### src/rtl/pwmdu_pkg.sv
package pwmdu_pkg;
    localparam int CTL_W   = 32;
    localparam int EN_BIT  = 31;
    localparam int UPD_BIT = 30;
    localparam int BU_LSB  = 8;
    localparam int DIV_W   = 8;

    typedef enum logic [1:0] {
        ST_OFF   = 2'd0,
        ST_STALL = 2'd1,
        ST_RUN   = 2'd2
    } run_state_e;
endpackage

### src/rtl/pwmdu_ctrl_reg.sv
module pwmdu_ctrl_reg
    import pwmdu_pkg::*;
#(
    parameter int BU_W = 16
) (
    input  logic             clk,
    input  logic             rst_n,
    input  logic             wr_en,
    input  logic [CTL_W-1:0] wr_data,
    input  logic             apply,
    output logic             en,
    output logic             upd,
    output logic [BU_W-1:0]  bu_stage,
    output logic [DIV_W-1:0] div_stage,
    output logic [CTL_W-1:0] rd_data
);
    localparam int PAD_LSB = BU_LSB + BU_W;

    always_ff @(posedge clk) begin
        if (!rst_n) begin
            en        <= 1'b0;
            upd       <= 1'b0;
            bu_stage  <= '0;
            div_stage <= '0;
        end else if (wr_en && !upd) begin
            en        <= wr_data[EN_BIT];
            upd       <= wr_data[UPD_BIT];
            bu_stage  <= wr_data[BU_LSB +: BU_W];
            div_stage <= wr_data[DIV_W-1:0];
        end else if (apply) begin
            upd <= 1'b0;
        end
    end

    always_comb begin
        rd_data                   = '0;
        rd_data[EN_BIT]           = en;
        rd_data[UPD_BIT]          = upd;
        rd_data[BU_LSB +: BU_W]   = bu_stage;
        rd_data[DIV_W-1:0]        = div_stage;
    end

    generate
        if (PAD_LSB < UPD_BIT) begin : g_pad
            logic unused_pad;
            assign unused_pad = ^wr_data[UPD_BIT-1:PAD_LSB];
        end
    endgenerate
endmodule

### src/rtl/pwmdu_shadow.sv
module pwmdu_shadow
    import pwmdu_pkg::*;
#(
    parameter int BU_W = 16
) (
    input  logic             clk,
    input  logic             rst_n,
    input  logic             apply,
    input  logic [BU_W-1:0]  bu_stage,
    input  logic [DIV_W-1:0] div_stage,
    output logic [BU_W-1:0]  bu_act,
    output logic [DIV_W-1:0] div_act
);
    always_ff @(posedge clk) begin
        if (!rst_n) begin
            bu_act  <= '0;
            div_act <= '0;
        end else if (apply) begin
            bu_act  <= bu_stage;
            div_act <= div_stage;
        end
    end
endmodule

### src/rtl/pwmdu_phase.sv
module pwmdu_phase
    import pwmdu_pkg::*;
#(
    parameter int BU_W = 16
) (
    input  logic             clk,
    input  logic             rst_n,
    input  logic             run,
    input  logic [BU_W-1:0]  bu_act,
    input  logic [DIV_W-1:0] div_act,
    output logic             wrap,
    output logic             pwm_raw
);
    localparam int TOP_LSB = BU_W - DIV_W;
    localparam logic [DIV_W-1:0] DIV_MAX = {DIV_W{1'b1}};

    logic [BU_W-1:0] acc_q;
    logic [BU_W:0]   sum;
    logic [DIV_W-1:0] thresh;

    assign sum    = {1'b0, acc_q} + {1'b0, bu_act};
    assign wrap   = run && sum[BU_W];
    assign thresh = DIV_MAX - div_act;

    always_ff @(posedge clk) begin
        if (!rst_n || !run) begin
            acc_q <= '0;
        end else begin
            acc_q <= sum[BU_W-1:0];
        end
    end

    assign pwm_raw = acc_q[BU_W-1:TOP_LSB] < thresh;
endmodule

### src/rtl/pwm_deferred_gen.sv
module pwm_deferred_gen
    import pwmdu_pkg::*;
#(
    parameter int BU_W = 16
) (
    input  logic        clk,
    input  logic        rst_n,
    input  logic        wr_en,
    input  logic [31:0] wr_data,
    output logic [31:0] rd_data,
    output logic        pwm_out
);
    run_state_e       state_q, state_d;
    logic             en, upd, apply, cycle_start, wrap, pwm_raw, run;
    logic [BU_W-1:0]  bu_stage, bu_act, bu_next;
    logic [DIV_W-1:0] div_stage, div_act;

    pwmdu_ctrl_reg #(.BU_W(BU_W)) u_ctrl (
        .clk       (clk),
        .rst_n     (rst_n),
        .wr_en     (wr_en),
        .wr_data   (wr_data),
        .apply     (apply),
        .en        (en),
        .upd       (upd),
        .bu_stage  (bu_stage),
        .div_stage (div_stage),
        .rd_data   (rd_data)
    );

    pwmdu_shadow #(.BU_W(BU_W)) u_shadow (
        .clk       (clk),
        .rst_n     (rst_n),
        .apply     (apply),
        .bu_stage  (bu_stage),
        .div_stage (div_stage),
        .bu_act    (bu_act),
        .div_act   (div_act)
    );

    pwmdu_phase #(.BU_W(BU_W)) u_phase (
        .clk     (clk),
        .rst_n   (rst_n),
        .run     (run),
        .bu_act  (bu_act),
        .div_act (div_act),
        .wrap    (wrap),
        .pwm_raw (pwm_raw)
    );

    // A cycle boundary is a wrap, or any clock while no cycle is in progress.
    assign run         = (state_q == ST_RUN);
    assign cycle_start = !run || wrap;
    assign apply       = upd && cycle_start;
    assign bu_next     = apply ? bu_stage : bu_act;

    always_ff @(posedge clk) begin
        if (!rst_n) begin
            state_q <= ST_OFF;
        end else begin
            state_q <= state_d;
        end
    end

    always_comb begin
        state_d = state_q;
        unique case (state_q)
            ST_OFF: begin
                if (en) begin
                    state_d = (bu_next == '0) ? ST_STALL : ST_RUN;
                end
            end
            ST_STALL: begin
                if (!en) begin
                    state_d = ST_OFF;
                end else if (bu_next != '0) begin
                    state_d = ST_RUN;
                end
            end
            ST_RUN: begin
                if (!en) begin
                    state_d = ST_OFF;
                end else if (bu_next == '0) begin
                    state_d = ST_STALL;
                end
            end
            default: state_d = ST_OFF;
        endcase
    end

    always_comb begin
        unique case (state_q)
            ST_RUN:   pwm_out = pwm_raw;
            ST_OFF,
            ST_STALL: pwm_out = 1'b0;
            default:  pwm_out = 1'b0;
        endcase
    end
endmodule

### config.mk
export PLATFORM = sky130hd
export DESIGN_NAME = pwm_deferred_gen
export DESIGN_NICKNAME = d
export VERILOG_FILES = /design/src/rtl/pwmdu_pkg.sv /design/src/rtl/pwmdu_ctrl_reg.sv /design/src/rtl/pwmdu_shadow.sv /design/src/rtl/pwmdu_phase.sv /design/src/rtl/pwm_deferred_gen.sv
export SDC_FILE = /design/constraint.sdc
export NUM_CORES = 1
export LEC_CHECK = 0
export ABC_AREA = 0
export BUFFER_PORTS_ARGS = -buffer_cell sky130_fd_sc_hd__buf_2
export CAP_MARGIN = 10
export CELL_PAD_IN_SITES_DETAIL_PLACEMENT = 0
export CELL_PAD_IN_SITES_GLOBAL_PLACEMENT = 2
export CORE_MARGIN = 1
export CORE_UTILIZATION = 33
export DETAILED_ROUTE_END_ITERATION = 16
export GPL_ROUTABILITY_DRIVEN = 1
export PLACE_DENSITY = 0.8
export SKIP_LAST_GASP = 1
export SLEW_MARGIN = 5
export SYNTH_ARGS = -nofsm -noshare
export SYNTH_HDL_FRONTEND = slang
export SYNTH_SLANG_ARGS = --single-unit
### constraint.sdc
create_clock -name clk -period 2.6 [get_ports clk]
set_input_delay 0.26 -clock clk [delete_from_list [all_inputs] [get_ports clk]]
set_output_delay 0.26 -clock clk [all_outputs]
set_load 0.02 [all_outputs]
After elaboration in Yosys (flattened, before gate mapping)

Cells that the tools add are included.

Bits in registers: 68
Logic and storage cells: 40

Add/subtract/negate cells: 2
Magnitude comparators: 1
Eq/ne operators: 5
Muxes and demuxes: 11
Reductions and logical operators: 13

Operators by type and width:

| operator              | number |
|---|---|
| $add A16 B16 Y17      | 1 |
| $logic_not A16 Y1     | 1 |
| $mux W16              | 1 |
| $reduce_bool A16 Y1   | 1 |
| $mux W2               | 6 |
| $lt A8 B8 Y1          | 1 |
| $sub A8 B8 Y8 const A | 1 |
| $ne A3 B3 Y1 const B  | 2 |
| $pmux W2 S3           | 1 |
| $logic_and A1 B1 Y1   | 3 |
| $logic_not A1 Y1      | 3 |
| $mux W1               | 3 |
| $reduce_and A3 Y1     | 1 |
| $eq A2 B1 Y1 const B  | 1 |
| $eq A2 B2 Y1 const B  | 1 |
| $logic_not A2 Y1      | 1 |
| $logic_or A1 B1 Y1    | 2 |
| $ne A2 B1 Y1 const B  | 1 |
| $reduce_bool A2 Y1    | 1 |

Longest topological paths before layout

Gate-level depths: netlist (run 1).

Depth in word-level cells: 9
Gate-level depth with buffers: 9
Gate-level depth less buffers: 7

Cells and area by module

From an unflattened synthesis (run 1), not the netlist that was laid out.

Cells, all modules: 405
Area total of the unflattened synthesis: 3,809.9 um2

By module, submodules not included:

| module           | times used | cells an instance | area each (um2) | sequential area each (um2) |
|---|---|---|---|---|
| pwmdu_phase      | 1          | 159               | 1,367.6         | 320.3 |
| pwmdu_ctrl_reg   | 1          | 147               | 1,315.0         | 520.5 |
| pwmdu_shadow     | 1          | 77                | 929.6           | 480.5 |
| pwm_deferred_gen | 1          | 22                | 197.7           | 40.0 |

Worst setup path before layout (run 1)

OpenSTA, ideal clock, no wires.

Path type: reg-to-reg
Start point: register u_shadow.bu_act[0]
End point: register u_shadow.bu_act[0]
Setup time: 0.118 ns
Arrival: 2.122 ns
Data required time: 2.482 ns
Slack: 0.360 ns
Cell stages (with the launch flop): 10
Clock period less this slack: 2.240 ns
Path through: dfxtp_1 -> ha_1 -> fa_1 -> a211oi_2 -> o21a_1 -> nor4_4 -> or2_1 -> buf_6 -> buf_12 -> mux2i_1

Cells in the longest elaborated chain, start to end: 5

Ends and longest elaborated chain:

| what                   | RTL line               | text |
|---|---|---|
| start, declared        | pwmdu_shadow.sv:11     | `output logic [BU_W-1:0] bu_act,` |
| start signal, assigned | pwmdu_shadow.sv:19     | `bu_act <= bu_stage;` |
| $add A16 B16 Y17       | pwmdu_phase.sv:21      | `assign sum = {1'b0, acc_q} + {1'b0, bu_act};` |
| $logic_and A1 B1 Y1    | pwmdu_phase.sv:22      | `assign wrap = run && sum[BU_W];` |
| $logic_or A1 B1 Y1     | pwm_deferred_gen.sv:53 | `assign cycle_start = !run \|\| wrap;` |
| $logic_and A1 B1 Y1    | pwm_deferred_gen.sv:54 | `assign apply = upd && cycle_start;` |
| $mux W16 (*)           | -                      |  |

Every way passes the cells marked *; elsewhere a longest branch is shown, timed or not.
A chain may end at the register's enable or synchronous reset.

Worst setup path after layout (run 1)

Start point: register u_phase.acc_q[9]
End point: output port pwm_out

Cells in the longest elaborated chain, start to end: 2

Ends and longest elaborated chain:

| what                   | RTL line               | text |
|---|---|---|
| start, declared        | pwmdu_phase.sv:17      | `logic [BU_W-1:0] acc_q;` |
| start signal, assigned | pwmdu_phase.sv:29      | `acc_q <= sum[BU_W-1:0];` |
| $lt A8 B8 Y1           | pwmdu_phase.sv:33      | `assign pwm_raw = acc_q[BU_W-1:TOP_LSB] < thresh;` |
| $mux W1                | pwm_deferred_gen.sv:92 | `unique case (state_q)` |
| end, declared          | pwm_deferred_gen.sv:11 | `output logic pwm_out` |

No other way between the ends.

==> reports/qor.csv, run 1 <==
stage,metric,value,unit
timing,min_period,2.400,ns
final_layout,diodes,0,
routing,ant_nets,0,
worst_setup_path,r2r-end,u_shadow.div_act[1],
routing,via_count,2887,
grt,grt_usage,15.86,%
timing,finalHoldViolations,0,
power_and_ir_drop,p_sw,0.5948,mW
routing,avgViaCountPerCell,4.844,
worst_setup_path,cp-start-kind,register,
routing,wl_per_cell,13.64,um
worst_setup_path,rrSetupSlack,0.26,ns
yosys,ys_ff_latch,68,
final_layout,syn_to_final_growth,15.42,%
worst_setup_path,critical_path_required,2.34,ns
yosys,synth_area_leaders,"dfxtp_1 (39%), nand2_1 (11%), ha_1 (8.2%)",
timing,tightest_slew,0.5504,ns
grt,grt-ovfl-total,0,
final_layout,fin_nets,514,
floorplan,start_util,33.95,%
floorplan,die_w,105.1,um
floorplan,rows,37,
routing,drc_errors,0,
clock_tree,cts_inserted_buffers,9,
floorplan,ioPinCount,68,
placement,dp_hpwl,5990,um
power_and_ir_drop,finalPower,2.126,mW
clock_tree,htree_num_levels,3,
worst_setup_path,r2r-start,u_shadow.bu_act[0],
clock_tree,clockBufferDepth,2,
yosys,yosysWarnings,0,
grt,grt_pass1_wl,13980,um
routing,drtPass1Iterations,4,
yosys,seq_area_frac_synth,38.84,%
clock_tree,cts_hold_buf,0,
clock_tree,cts_resized,0,
floorplan,fp.dieH,105.1,um
final_layout,fillers,1103,
timing,setup_viol,0,
clock_tree,clock_latency,0.34,ns
timing,setup_tns,0,ns
power_and_ir_drop,power_density,525.5,nW/um^2
yosys,avgSynthCellArea,8.675,um^2
power_and_ir_drop,p_seq_share,51.8,%
timing,finalCritPeriodShare,92.30,%
grt,grt_max_degree,40,
yosys,yosysTopAreaCellShare,38.84,%
worst_setup_path,cp_max_fo,2,
worst_setup_path,crit_path_start,u_phase.acc_q[9],
routing,drt-initial-drc-count,115,
hold_path,min_from,wr_data[1],
clock_tree,cts_tree,built,
worst_setup_path,arrival,2.14,ns
worst_setup_path,endpoint,pwm_out,
grt,antenna_found_initial,0,
yosys,ys_types,53,
yosys,ys_top_cells_by_count,"nand2_1 (106), dfxtp_1 (68), a21boi_1 (26)",
power_and_ir_drop,combPwrFrac,9.7,%
yosys,synth_area,3505,um^2
yosys,yosysMostFrequentCell,nand2_1,
timing,slew_headroom,63.20,%
worst_setup_path,path_class,register to output pin,
worst_setup_path,endpoint_kind,output pin,
hold_path,worstHoldPathType,input pin to register,
timing,fmax,416.7,MHz
power_and_ir_drop,swShare,27.98,%
placement,place.gp.congestion,0.7912,
yosys,synth_top_cell_by_area,dfxtp_1,
timing,fin_skew,0.009360,ns
clock_tree,clkSlewWorstSetupHoldPaths,0.08,ns
clock_tree,cts_sinks,68,
final_layout,drive_gt1_share,18.04,%
timing,drv_slew,0,
timing,rsz0062_at_grt,no,
power_and_ir_drop,power.share.clock,38.5,%
clock_tree,cts_setup_buffers,0,
power_and_ir_drop,p_leak,1.725,nW
yosys,synth-main-ff-cell,dfxtp_1,
yosys,async_flop_share,0,%
placement,portBuffers,55,
yosys,synth_enable_flop_cells,0,
floorplan,dieArea,11040,um^2
run_status,status,finished clean,
floorplan,coreArea,10320,um^2
power_and_ir_drop,vdd_drop_max,0.1744,mV
power_and_ir_drop,internal_power,1.531,mW
job,cap_violations,0,
clock_tree,cts-root-buf,clkbuf_8,
routing,wirelength,8127,um
timing,whs,0.1428,ns
worst_setup_path,r2r_cells,8,
grt,grt_pass1_vias,2795,
yosys,synth_cells,404,
==> sequential cells by signal, indices dropped and copies added (netlist names) <==
| name | cells |
|---|---|
| u_phase.acc_q | 16 |
| u_ctrl.upd | 1 |
| u_ctrl.div_stage | 8 |
| u_shadow.div_act | 8 |
| u_shadow.bu_act | 16 |
| u_ctrl.en | 1 |
| u_ctrl.bu_stage | 16 |
| state_q | 2 |
==> power by group through the flow <==
stage,sequential (mW),combinational (mW),clock [mW]
after floorplan,1.14,0.127,0
after global routing,1.11,0.230,0.895
final,1.10,0.206,0.819
after detailed placement,1.13,0.209,0
after global placement,1.12,0.207,0
after CTS,1.10,0.210,0.844
==> per-stage QoR <==
| step | worst slack (ns) | utilization, % | area [um^2] | cells |
|---|---|---|---|---|
| floorplan | 0.3598 | - | 3523 | 409 |
| global placement | 0.3044 | 37.40 | 3861 | 580 |
| detailed placement | 0.2714 | 37.40 | 3861 | 580 |
| CTS | 0.1732 | 39.18 | 4045 | 596 |
| global route | 0.09325 | 39.18 | 4045 | 596 |
| finish | 0.2002 | 39.18 | 4045 | 596 |
==> cells in the final DEF (no fill, tap or decap), types with 6 or more instances in the layout <==
master and n:
nand2_1 106, dfxtp_1 68, buf_2 55, a21boi_1 26
mux2i_1 24, ha_1 23, a21oi_1 14, nor2_1 12
clkbuf_8 10, o21ai_0 9, nor4_1 9, nand3_1 7
a21o_1 6, xor2_1 6, conb_1 6
==> worst min path at each step <==
stage / endpoint / slack, ns / depth (start not counted)
after global placement: u_shadow.div_act[6] / 0.46 / 2
after detailed placement: u_shadow.div_act[6] / 0.46 / 2
after global routing: u_ctrl.bu_stage[5] / 0.14 / 3
after floorplan: u_ctrl.upd / 0.39 / 2
final: u_ctrl.div_stage[1] / 0.14 / 3
after CTS: u_ctrl.bu_stage[9] / 0.13 / 3
==> final cells by class <==
| class | count | area [um^2] | area share (%) |
|---|---|---|---|
| Multi-Input combinational cell | 310 | 1978 | 48.90 |
| Sequential cell | 68 | 1361 | 33.65 |
| Timing Repair Buffer | 61 | 332.8 | 8.228 |
| Tap cell | 136 | 170.2 | 4.207 |
| Clock buffer | 10 | 137.6 | 3.402 |
| Clock inverter | 6 | 46.29 | 1.144 |
| Inverter | 5 | 18.77 | 0.4640 |
==> cell families after synthesis <==
family | count (synthesis) | synth area share, %
other | 1 | 0.1070
multiplexers | 24 | 6.855
AO/OA/AOI/OAI | 86 | 16.92
buffers and inverters | 31 | 5.319
AND/OR/NAND/NOR | 161 | 20.92
XOR/XNOR | 9 | 2.249
adder cells (fa/ha/maj) | 24 | 8.783
flip-flops | 68 | 38.84
==> worst max-delay path, stage by stage, from the launching register on <==
cell	delay, ns
dfxtp_1	0.38
ha_1	0.24
o21a_1	0.10
o21a_1	0.17
o2111ai_1	0.18
a21oi_1	0.09
nor4b_1	0.40
buf_2	0.25
==> routing by layer <==
metal  global-route usage [%]  part of all wire, %  up-vias  routed length [um]
met5                        0                    0        -                   0
met4                    4.829                  1.1        0                  91
met3                    3.182                  3.2        6                 259
met2                    23.60                   42       46                3377
met1                    22.88                   54     1332                4399
li1                         -                    -     1503                   -
(Power assumes the default switching activity.)
==> run 2, diff against run 1 <==
--- a/config.mk
+++ b/config.mk
@@ -5,13 +5,13 @@
 export SDC_FILE = /design/constraint.sdc
 export NUM_CORES = 1
 export LEC_CHECK = 0
-export ABC_AREA = 0
+export ABC_AREA = 1
 export BUFFER_PORTS_ARGS = -buffer_cell sky130_fd_sc_hd__buf_2
 export CAP_MARGIN = 10
 export CELL_PAD_IN_SITES_DETAIL_PLACEMENT = 0
 export CELL_PAD_IN_SITES_GLOBAL_PLACEMENT = 2
 export CORE_MARGIN = 1
-export CORE_UTILIZATION = 33
+export CORE_UTILIZATION = 31
 export DETAILED_ROUTE_END_ITERATION = 16
 export GPL_ROUTABILITY_DRIVEN = 1
 export PLACE_DENSITY = 0.8
==> constraint.sdc (replaced) <==
create_clock -name clk -period 2.5 [get_ports clk]
set_input_delay 0.25 -clock clk [delete_from_list [all_inputs] [get_ports clk]]
set_output_delay 0.25 -clock clk [all_outputs]
set_load 0.02 [all_outputs]
==> reports/qor.csv, run 2 <==
stage,metric,value,unit,change
floorplan,rows,39,,+5.4%
grt,grt_pass1_vias,2987,,+6.9%
worst_setup_path,cp_max_fo,11,,+9
clock_tree,clkSlewWorstSetupHoldPaths,0.06,ns,-0.02 ns
grt,antenna_found_initial,0,,unchanged
clock_tree,cts_sinks,68,,unchanged
run_status,status,finished clean,,
worst_setup_path,cp-start-kind,register,,
final_layout,diodes,0,,unchanged
worst_setup_path,path_buf_inv,2,,+1
clock_tree,clock_latency,0.32,ns,-0.02 ns
power_and_ir_drop,power.share.clock,43.3,%,+4.8 points
hold_path,worstHoldPathType,input pin to register,,
yosys,yosysWarnings,0,,unchanged
routing,drc_errors,0,,unchanged
routing,ant_nets,0,,unchanged
yosys,synth_area,3628,um^2,+3.5%
clock_tree,cts_inserted_buffers,9,,unchanged
placement,portBuffers,55,,unchanged
floorplan,fp.dieH,110.2,um,+4.9%
final_layout,utilization,37.91,%,-1.3 points
power_and_ir_drop,p_leak,2.070,nW,+20%
worst_setup_path,arrival,2.52,ns,+0.38 ns
final_layout,syn_to_final_growth,19.31,%,
power_and_ir_drop,p_seq_share,40.9,%,-11 points
timing,rsz0062_at_grt,no,,
routing,via_count,3222,,+12%
yosys,seq_area_frac_synth,37.52,%,-1.3 points
yosys,synth_cells,513,,+27%
yosys,yosysTopAreaCellShare,37.52,%,-1.3 points
routing,drtPass1Iterations,6,,+2
yosys,async_flop_share,0,%,unchanged
timing,min_period,2.299,ns,
worst_setup_path,crit_path_top_delay_cell,fa_2,,
floorplan,dieArea,12140,um^2,+10%
grt,grt-ovfl-total,0,,unchanged
clock_tree,cts-root-buf,clkbuf_16,,
yosys,ys_ff_latch,68,,unchanged
final_layout,drive_gt1_share,18.36,%,+0.31 points
yosys,synth_enable_flop_cells,0,,unchanged
timing,finalHoldViolations,0,,unchanged
timing,setup_viol,0,,unchanged
timing,tightest_slew,0.7694,ns,+0.2190 ns
power_and_ir_drop,combPwrFrac,15.8,%,+6.1 points
timing,fmax,434.9,MHz,
grt,grt_usage,15.10,%,-0.76 points
floorplan,start_util,31.78,%,-2.2 points
floorplan,die_w,110.2,um,+4.9%
worst_setup_path,path_cells,ha_1 > fa_2 > nand3_1 > nand3_2 > nand2_1 > nand2_2 > nand2_4 > nand2_8 > buf_12 > nand3_1 > nand2_1 > inv_1 > nand2_1 > nor2_2 > nand2_1 > nor2_1 > nor2_1,,
floorplan,ioPinCount,68,,unchanged
timing,finalCritPeriodShare,91.96,%,
clock_tree,clockBufferDepth,2,,unchanged
clock_tree,cts_setup_buffers,0,,unchanged
routing,wl_per_cell,11.86,um,-13%
worst_setup_path,cp_top_family,simple AND/OR/NAND/NOR gates,,
floorplan,coreArea,11420,um^2,+11%
power_and_ir_drop,vdd_drop_max,0.2448,mV,+40%
final_layout,fillers,1234,,+12%
worst_setup_path,endpoint_kind,register,,
yosys,synth_area_leaders,"dfxtp_1 (38%), nand2_1 (11%), nor2_1 (11%)",,
power_and_ir_drop,p_sw,0.8152,mW,+37%
final_layout,fin_nets,626,,+22%
worst_setup_path,timing.critical_path.slowest_cell_delay,0.36,ns,-0.04 ns
job,cap_violations,0,,unchanged
final_layout,top_regs,"u_ctrl.bu_stage: 16 flops, u_phase.acc_q: 16 flops, u_shadow.bu_act: 16 flops",,
placement,place.gp.congestion,0.7741,,-2.2%
routing,drt-initial-drc-count,117,,+1.7%
grt,grt_max_degree,28,,-30%
power_and_ir_drop,power_density,684.7,nW/um^2,+30%
final_layout,final_common_cell,nand2_1,,
routing,wirelength,8482,um,+4.4%
clock_tree,cts_tree,built,,
timing,slew_headroom,48.65,%,-15 points
worst_setup_path,cp_common_cell,nand2_1,,
clock_tree,cts_hold_buf,0,,unchanged
clock_tree,htree_num_levels,3,,unchanged
timing,setup_tns,0,ns,unchanged
yosys,yosysMostFrequentCell,nand2_1,,
power_and_ir_drop,internal_power,2.149,mW,+40%
yosys,synth_top_cell_by_area,dfxtp_1,,
yosys,ys_types,34,,-36%
yosys,ys_top_cells_by_count,"nand2_1 (108), nor2_1 (103), dfxtp_1 (68)",,
worst_setup_path,critical_path_required,2.72,ns,+0.38 ns
timing,fin_skew,0.005269,ns,-0.004091 ns
final_layout,layout.cells.most_common_list,"nand2_1 (108), nor2_1 (102), dfxtp_1 (68)",,
power_and_ir_drop,swShare,27.50,%,-0.48 points
placement,dp_hpwl,6401,um,+6.9%
worst_setup_path,path_class,register to register,,
timing,drv_slew,0,,unchanged
yosys,synth-main-ff-cell,dfxtp_1,,
clock_tree,cts_resized,0,,unchanged
routing,avgViaCountPerCell,4.506,,-7.0%
grt,grt_pass1_wl,14000,um,+0.15%
yosys,avgSynthCellArea,7.073,um^2,-18%
-- run 2: cell count changes after synthesis, sizes merged, moves of 9 or more --
cell / delta
a21boi: -25
a21oi: +15
inv: +40
mux2i: -24
nand3: +13
nand3b: +12
nor2: +93
nor4: -9
o21ai: +24
-- run 2: logic make-up after synthesis --
kind of cell	synth area share (%)
adders and majority gates	8.483
buffers and inverters	9.413
AOI/OAI and AO/OA	11.00
other	0.1033
and+or+nand+nor	33.24
DFF	37.52
xor gates and xnor gates	0.2414
-- run 2: tightest hold or removal path, delay by kind of cell --
family | cells | cell delay, ns
AND/OR/NAND/NOR | 1 | 0.07
buffers and inverters | 1 | 0.07
AO/OA/AOI/OAI | 1 | 0.07
-- run 2: area by class of cell --
class                           instances  area [um^2]  area share, %
Multi-Input combinational cell        378         1961          45.29
Sequential cell                        68         1361          31.45
Timing Repair Buffer                   63        347.8          8.035
Clock buffer                           12        256.5          5.925
Tap cell                              143        178.9          4.133
Inverter                               47        176.4          4.075
Clock inverter                          4        47.55          1.098
-- run 2: stage by stage --
stage	hold WS, ns	instances	total power [mW]	cell area (um^2)	worst slack (ns)
floorplan	0.4167	518	1.571	3647	0.3600
global route	0.1825	715	3.141	4329	0.009081
finish	0.1727	715	2.964	4329	0.2009
global placement	0.4705	698	1.698	4009	0.1225
detailed placement	0.4741	698	1.702	4009	0.08396
CTS	0.1612	714	3.005	4313	0.07330
-- run 2: worst paths after layout --
kind                                     startpoint             endpoint  slack, ns  cells after the start
worst max register to register   u_shadow.bu_act[0]           state_q[1]       0.20                     17
worst max-delay path             u_shadow.bu_act[0]           state_q[1]       0.20                     17
worst min-delay path                    wr_data[14]   u_ctrl.bu_stage[6]       0.17                      3
worst min register to register  u_shadow.div_act[0]  u_shadow.div_act[0]       0.48                      2
-- run 2: layer usage --
metal,GRT usage [%],part of all wire [%]
met5,0,0
met4,6.109,1.4
met3,3.586,3.1
met2,22.46,43
met1,20.88,52
-- run 2: power groups by stage --
| stage | combinational, mW | sequential (mW) | clock, mW |
|---|---|---|---|
| finish | 0.468 | 1.21 | 1.28 |
| global placement | 0.463 | 1.24 | 0 |
| global route | 0.537 | 1.22 | 1.38 |
| floorplan | 0.316 | 1.26 | 0 |
| CTS | 0.468 | 1.21 | 1.32 |
| detailed placement | 0.466 | 1.24 | 0 |
